`src/rtl/vdl_pkg.sv`:
```
package vdl_pkg;
    typedef enum logic {
        FILLING = 1'b0,
        READY   = 1'b1
    } fill_state_t;
endpackage

```
`src/rtl/vdl_wptr.sv`:
```
module vdl_wptr #(
    parameter int ADDR_W = 8
) (
    input  logic              clk,
    input  logic              rst_n,
    input  logic              adv,
    output logic [ADDR_W-1:0] wptr
);
    always_ff @(posedge clk or negedge rst_n) begin
        if (!rst_n) begin
            wptr <= '0;
        end else if (adv) begin
            wptr <= wptr + 1'b1;
        end
    end
endmodule

```
`src/rtl/vdl_regfile.sv`:
```
module vdl_regfile #(
    parameter int ADDR_W = 8,
    parameter int DATA_W = 16
) (
    input  logic              clk,
    input  logic              we,
    input  logic [ADDR_W-1:0] waddr,
    input  logic [DATA_W-1:0] wdata,
    input  logic [ADDR_W-1:0] raddr,
    output logic [DATA_W-1:0] rdata
);
    localparam int DEPTH = 1 << ADDR_W;

    logic [DATA_W-1:0] store [DEPTH];

    always_ff @(posedge clk) begin
        if (we) begin
            store[waddr] <= wdata;
        end
    end

    assign rdata = store[raddr];
endmodule

```
`src/rtl/vdl_fill_fsm.sv`:
```
module vdl_fill_fsm
    import vdl_pkg::*;
#(
    parameter int ADDR_W = 8
) (
    input  logic              clk,
    input  logic              rst_n,
    input  logic              in_valid,
    input  logic [ADDR_W-1:0] delay_sel,
    output logic              out_valid
);
    localparam logic [ADDR_W-1:0] CNT_MAX = '1;

    fill_state_t       state_q, state_d;
    logic [ADDR_W-1:0] cnt_q, cnt_d;
    logic [ADDR_W-1:0] dly_q;
    logic              dly_change;

    assign dly_change = (delay_sel != dly_q);

    always_comb begin
        if (dly_change) begin
            cnt_d = in_valid ? {{(ADDR_W-1){1'b0}}, 1'b1} : '0;
        end else if (in_valid && (cnt_q != CNT_MAX)) begin
            cnt_d = cnt_q + 1'b1;
        end else begin
            cnt_d = cnt_q;
        end
    end

    always_comb begin
        state_d = state_q;
        unique case (state_q)
            FILLING: begin
                if (cnt_d >= delay_sel) begin
                    state_d = READY;
                end
            end
            READY: begin
                if (dly_change && (cnt_d < delay_sel)) begin
                    state_d = FILLING;
                end
            end
            default: state_d = FILLING;
        endcase
    end

    always_ff @(posedge clk or negedge rst_n) begin
        if (!rst_n) begin
            state_q <= FILLING;
            cnt_q   <= '0;
            dly_q   <= '0;
        end else begin
            state_q <= state_d;
            cnt_q   <= cnt_d;
            dly_q   <= delay_sel;
        end
    end

    always_comb begin
        out_valid = (state_q == READY) && !dly_change;
    end
endmodule

```
`src/rtl/var_delay_line.sv`:
```
module var_delay_line #(
    parameter int ADDR_W = 8,
    parameter int DATA_W = 16
) (
    input  logic              clk,
    input  logic              rst_n,
    input  logic              in_valid,
    input  logic [DATA_W-1:0] in_data,
    input  logic [ADDR_W-1:0] delay_sel,
    output logic [DATA_W-1:0] out_data,
    output logic              out_valid
);
    logic [ADDR_W-1:0] wptr;
    logic [ADDR_W-1:0] raddr;
    logic [DATA_W-1:0] rdata;

    vdl_wptr #(.ADDR_W(ADDR_W)) ptr_i (
        .clk   (clk),
        .rst_n (rst_n),
        .adv   (in_valid),
        .wptr  (wptr)
    );

    assign raddr = wptr - delay_sel;

    vdl_regfile #(.ADDR_W(ADDR_W), .DATA_W(DATA_W)) mem_i (
        .clk   (clk),
        .we    (in_valid),
        .waddr (wptr),
        .wdata (in_data),
        .raddr (raddr),
        .rdata (rdata)
    );

    vdl_fill_fsm #(.ADDR_W(ADDR_W)) fsm_i (
        .clk       (clk),
        .rst_n     (rst_n),
        .in_valid  (in_valid),
        .delay_sel (delay_sel),
        .out_valid (out_valid)
    );

    always_comb begin
        out_data = (delay_sel == '0) ? in_data : rdata;
    end
endmodule

```
`config.mk`:
```
export PLATFORM = sky130hd
export DESIGN_NAME = var_delay_line
export DESIGN_NICKNAME = d
export VERILOG_FILES = /design/src/rtl/vdl_pkg.sv /design/src/rtl/vdl_wptr.sv /design/src/rtl/vdl_regfile.sv /design/src/rtl/vdl_fill_fsm.sv /design/src/rtl/var_delay_line.sv
export SDC_FILE = /design/constraint.sdc
export NUM_CORES = 2
export LEC_CHECK = 0
export ABC_AREA = 0
export BUFFER_PORTS_ARGS = -buffer_cell sky130_fd_sc_hd__buf_2
export CORE_MARGIN = 2
export CORE_UTILIZATION = 40
export DETAILED_ROUTE_END_ITERATION = 8
export PLACE_DENSITY_LB_ADDON = 0.15
export SETUP_SLACK_MARGIN = 0.1
export SKIP_LAST_GASP = 1
export SYNTH_ARGS = -nofsm -noshare
export SYNTH_HDL_FRONTEND = slang
export SYNTH_SLANG_ARGS = --single-unit
```
`constraint.sdc`:
```
create_clock -name clk -period 4.1 [get_ports clk]
set_input_delay 0.205 -clock clk [delete_from_list [all_inputs] [get_ports clk]]
set_output_delay 0.205 -clock clk [all_outputs]
set_load 0.02 [all_outputs]
```
# Word-level counts from Yosys, hierarchy flattened
# Memory sizes are Yosys's and may differ from the RTL's.
# Index checks and enable logic that the tools add are counted.
word_totals:
  regBits: 25
  elab_cells: 27
  ramBits: 4096
  out_inout_bits: 17
  mem_count: 1
  input_bits: 27
memory_table:
  columns: ["name", "words", "width", "rd", "rd_ports_with_merged_regs", "wr", "line", "rtl"]
  rows:
  - ["mem_i.store", 256, 16, 1, 0, 1, "vdl_regfile.sv:14", "logic [DATA_W-1:0] store [DEPTH];"]
op_classes:
  n_bitwise: 1
  order_cmp: 2
  n_reduce_logical: 5
  eq_ne: 2
  addsub: 3
  muxes: 9
op_table:
  columns: ["cell", "count"]
  rows:
  - ["adder 8 x 1 -> 8 bit, second input constant", 2]
  - ["2-to-1 mux 16 bit", 1]
  - ["2-to-1 mux 8 bit", 2]
  - ["greater-or-equal comparator 8 bit", 1]
  - ["logical NOT 8 bit", 1]
  - ["less-than comparator 8 bit", 1]
  - ["inequality test 8 bit", 1]
  - ["inequality test 8 bit, second input constant", 1]
  - ["subtractor 8 bit", 1]
  - ["2-to-1 mux 1 bit", 5]
  - ["logical AND 1 bit", 3]
  - ["one-hot mux 1 bit (2 select lines)", 1]
  - ["logical NOT 1 bit", 1]
  - ["inverter 1 bit", 1]

# Longest topological paths before layout
depth:
  ltp_word: 8
  mapped_depth: 17
  depth_no_buf: 17

# Hierarchy
# Synthesis repeated with hierarchy kept, for this count alone.
hier_totals:
  hier_cells: 7527
  area_unflattened_um2: 160308.7
by_module_without_submodules:
  columns: ["mod", "seq_area_each_um2", "cells_per_inst", "n_inst", "area_per_inst_um2"]
  rows:
  - ["vdl_regfile", 122998.0, 7344, 1, 158394.4]
  - ["vdl_fill_fsm", 425.4, 88, 1, 974.7]
  - ["var_delay_line", 0.0, 69, 1, 608.1]
  - ["vdl_wptr", 200.2, 26, 1, 331.6]

# Least setup slack after synthesis
# OpenSTA, ideal clock, no wires.
synth_timing:
  path_type: "flip-flop to output port"
  startpoint: "register ptr_i.wptr[0]"
  endpoint: "output port out_data[13]"
  arrival_ps: 3409
  slack_ps: 486
  t_required_ps: 3895
  n_path_buf: 5
  stages_incl_launch_ff: 16
  path_cell_list: "dfrtp_1 > inv_1 > ha_1 > fa_1 > buf_2 > buf_4 > buf_4 > clkbuf_1 > buf_2 > mux4_2 > nand2_1 > nand3_1 > nand4_1 > o211ai_1 > o21ai_1 > a211oi_1"
synth_between:
  elab_chain_cells: 3
synth_lines:
  columns: ["item", "line", "rtl"]
  rows:
  - ["from (decl)", "vdl_wptr.sv:7", "output logic [ADDR_W-1:0] wptr"]
  - ["from (signal assigned)", "vdl_wptr.sv:13", "wptr <= wptr + 1'b1;"]
  - ["subtractor 8 bit", "var_delay_line.sv:24", "assign raddr = wptr - delay_sel;"]
  - ["memory read (256 x 16 bit)", null, null]
  - ["2-to-1 mux 16 bit", "var_delay_line.sv:44", "out_data = (delay_sel == '0) ? in_data : rdata;"]
  - ["to (decl)", "var_delay_line.sv:10", "output logic [DATA_W-1:0] out_data,"]
# Every way passes these cells.

# Final worst setup path
layout_timing:
  startpoint: "register ptr_i.wptr[0]"
  endpoint: "output port out_data[4]"
# The elaborated chain is that of the path after synthesis.

==> results.cfg <==
[routing]
ant_nets = 0
drtIter0Drc = 10139
drc = 0
wirelength_mm = 461
dr_total_vias = 80162
drt_pass1_iterations = 5
wl_per_cell_um = 33.0
vias_per_cell = 5.74

[clock_tree]
cts_tree = built
root_buffer = clkbuf_16
clockBufferDepth = 4
cts_sinks = 4121
cts-htree-levels = 5
path_clk_slew_ns = 0.06
clk_latency_ns = 0.99
cts_buffers = 429

[worst_setup_path]
crit_family = buffers and inverters
path_max_fanout = 7
r2r_start = ptr_i.wptr[1]
path_class = register to output port
end_kind = output port
worstPathRequired_ns = 3.89
cp-startpoint = ptr_i.wptr[0]
start_kind = register
r2r_slack_ns = 0.74
crit_arrival_ns = 5.18
worstRegToRegCells = 7
cp_num_cells = 18
cp_slowest_cell = fa_4
worstPathCellList = inv_2 -> ha_4 -> fa_4 -> buf_12 -> buf_12 -> buf_6 -> buf_16 -> buf_16 -> buf_12 -> buf_16 -> mux4_2 -> mux4_2 -> nand2_1 -> a21oi_1 -> o221ai_4 -> a31oi_2 -> buf_4 -> buf_6
worst-path-buf-inv = 10
slowest_delay_ns = 0.79
r2r_end = mem_i.store[76][14]

[finish]
areaGrowthSynthToFinish_pct = 19.5
final_util_pct = 48.0
drive_gt1_share_pct = 35.5
nFillCells = 32332
final_area_um2 = 190000
final_nets = 8412
instances_no_fill = 13976

[synthesis]
yosysSeqAreaShare_pct = 77.6
yosysMostFrequentCell = edfxtp_1
synth_edf_count = 4096
syn_avg_cell_area_um2 = 22.2
synthTopCellsByArea = edfxtp_1, mux4_2, nand2_1
syn_nets = 7238
synth-seq-cells = 4121
synthArstFlopShare_pct = 0.607
ys.flop_type = edfxtp_1
synth.top_cell.area_share_pct = 77.2
synth_area_um2 = 159000
ys_types = 64
yosys_warnings = 0
synth_top_cell_by_area = edfxtp_1
syn_inst = 7190
ys_top_cells_by_count = edfxtp_1, mux4_2, nand2_1

[global_routing]
grt-ovfl-total = 0
use_met3_pct = 4.08
grt.busiest_layer = met2
grt_pass1_vias = 80937
grt_pass1_wl_mm = 644
track_usage_pct = 22.6
grt_antenna_before_repair = 13
met2_usage_pct = 35.8
grt_use_met1_pct = 32.0
grt_start_max_net_pins = 168

[power_and_ir_drop]
p_clk_share_pct = 23.5
p_int_mw = 101
power.density_nw_per_um2 = 840
p_total_mw = 160
p_seq_share_pct = 29.3
leakagePower_nw = 61.0
p_sw_mw = 58.8
peakVddDrop_mv = 0.596
comb_power_share_pct = 47.2
swShare_pct = 36.8

[floorplanning]
die_area_um2 = 403000
ios = 44
coreArea_um2 = 396000
start_util_pct = 40.2
die_h_um = 635
dieWidth_um = 635
rows = 231

[placed_design]
io_buffers = 43
post-place-cells = 13033
gp_congestion = 0.906
post-dp-hpwl_mm = 290
postPlaceCellArea_um2 = 173000

[sta]
finalCritPeriodShare_pct = 131
relSlewSlack_pct = 21.1
setup_slack_ns = -1.28
max_freq_ghz = 0.186
hold_viol_final = 0
setup_viol = 16
tightest_slew_ns = 1.18
rsz0062_at_grt = yes
layout_min_cycle_time_ns = 5.38
fin_worst_skew_ns = 0.0802
final_max_slew_viol_count = 0
fin_tns_setup_ns = -19.65

[run_status]
status = finished with violations
violations = negative setup slack

[min_path]
hold_depth = 2
hold_class = input port to register
hold_path.startpoint = delay_sel[7]
hold_end = fsm_i.dly_q[7]

[job]
drv_cap = 0
final cells by class:
type                       count  area, um^2  area share, %
multi-input combinational   2644       34900           18.3
timing repair buffer        1152       11700           6.14
clock inverter               260        2290           1.20
inverter                      16        60.1         0.0315
clock buffer                 530       11200           5.89
tap                         5242        6560           3.45
antenna                       11        27.5         0.0145
sequential                  4121      124000           64.9
power by group through the flow:
stage | clock network [mW] | logic [mW] | registers, mW
floorplan | 0 | 33.6 | 47.7
global placement | 0 | 68.2 | 47.7
detailed placement | 0 | 68.1 | 47.7
CTS | 38.3 | 73.2 | 46.8
global route | 40.0 | 78.0 | 46.8
finish | 37.6 | 75.5 | 46.8
worst max path at each step:
stage | end | slack [ns]
4_1_cts | out_data[12] | -1.37
2_1_floorplan | out_data[13] | 0.49
3_5_place_dp | out_data[9] | -1.15
3_3_place_gp | out_data[8] | -1.12
6_report | out_data[4] | -1.28
5_1_grt | out_data[12] | -1.34
placed cells by master, fill, tap and decap left out, types with 9 or more instances in the layout:
master	Yosys	routed
edfxtp_1	4096	4096
mux4_2	1129	1129
buf_4	82	841
nand2_1	517	483
clkbuf_16	0	441
nor2_1	306	232
nand3_1	199	169
buf_12	0	142
clkinv_1	0	110
clkbuf_1	138	96
clkinv_2	0	82
mux2i_1	96	81
nand4_1	72	72
nor2_2	1	70
buf_6	11	52
buf_8	2	34
dlygate4sd3_1	0	32
a31oi_1	38	30
nand2_2	0	29
nand3_2	0	28
bufinv_16	0	28
buf_16	0	27
a32oi_1	35	25
dfrtp_1	25	25
o21ai_2	0	21
a21oi_1	31	19
ha_1	20	19
inv_1	16	15
xor2_1	17	15
o22ai_1	20	15
a21oi_2	1	13
buf_2	141	13
clkinv_16	0	12
clkinvlp_4	0	12
diode_2	0	11
xnor2_1	12	9
o21ai_0	24	9
per-stage QoR:
| stage | setup slack, ns | hold slack, ns |
|---|---|---|
| 2_1_floorplan | 0.486 | -0.0906 |
| 3_3_place_gp | -1.12 | 0.272 |
| 3_5_place_dp | -1.15 | 0.278 |
| 4_1_cts | -1.37 | 0.0341 |
| 5_1_grt | -1.34 | 0.0525 |
| 6_report | -1.28 | 0.108 |
kinds of logic (layout without fill, tap and decap cells):
kind of cell,count (synthesis),in the layout,share of synthesized area (%)
other,0,11,0
multiplexers,1233,1233,16.7
flip-flops,4121,4121,77.6
AO/OA/AOI/OAI,216,216,0.938
XOR/XNOR,32,32,0.204
buffers and inverters,425,1958,1.37
AND/OR/NAND/NOR,1142,1142,3.04
adder cells (fa/ha/maj),21,21,0.170
routing by layer:
metal / wire, um / vias to the layer above
met5: 13 / -
met4: 15100 / 2
met3: 33100 / 617
met2: 218000 / 3006
met1: 195000 / 43971
li1: - / 32566
registers in the layout, indices dropped and copies added, names as in the netlist:
register / count
fsm_i.cnt_q: 8
fsm_i.dly_q: 8
fsm_i.state_q: 1
mem_i.store: 4096
ptr_i.wptr: 8
timing repair:
| item | 4_1_cts | 5_1_grt |
|---|---|---|
| hold endpoints to repair | 1646 | 0 |
| setup buffers | 51 | 37 |
| pin swaps | 40 | 47 |
| setup endpoints to repair | 16 | 16 |
| hold buffers | 33 | 0 |
| resized for setup | 234 | 136 |
| gates cloned | 16 | 7 |
Note: power is estimated with default switching activity, not from simulation.
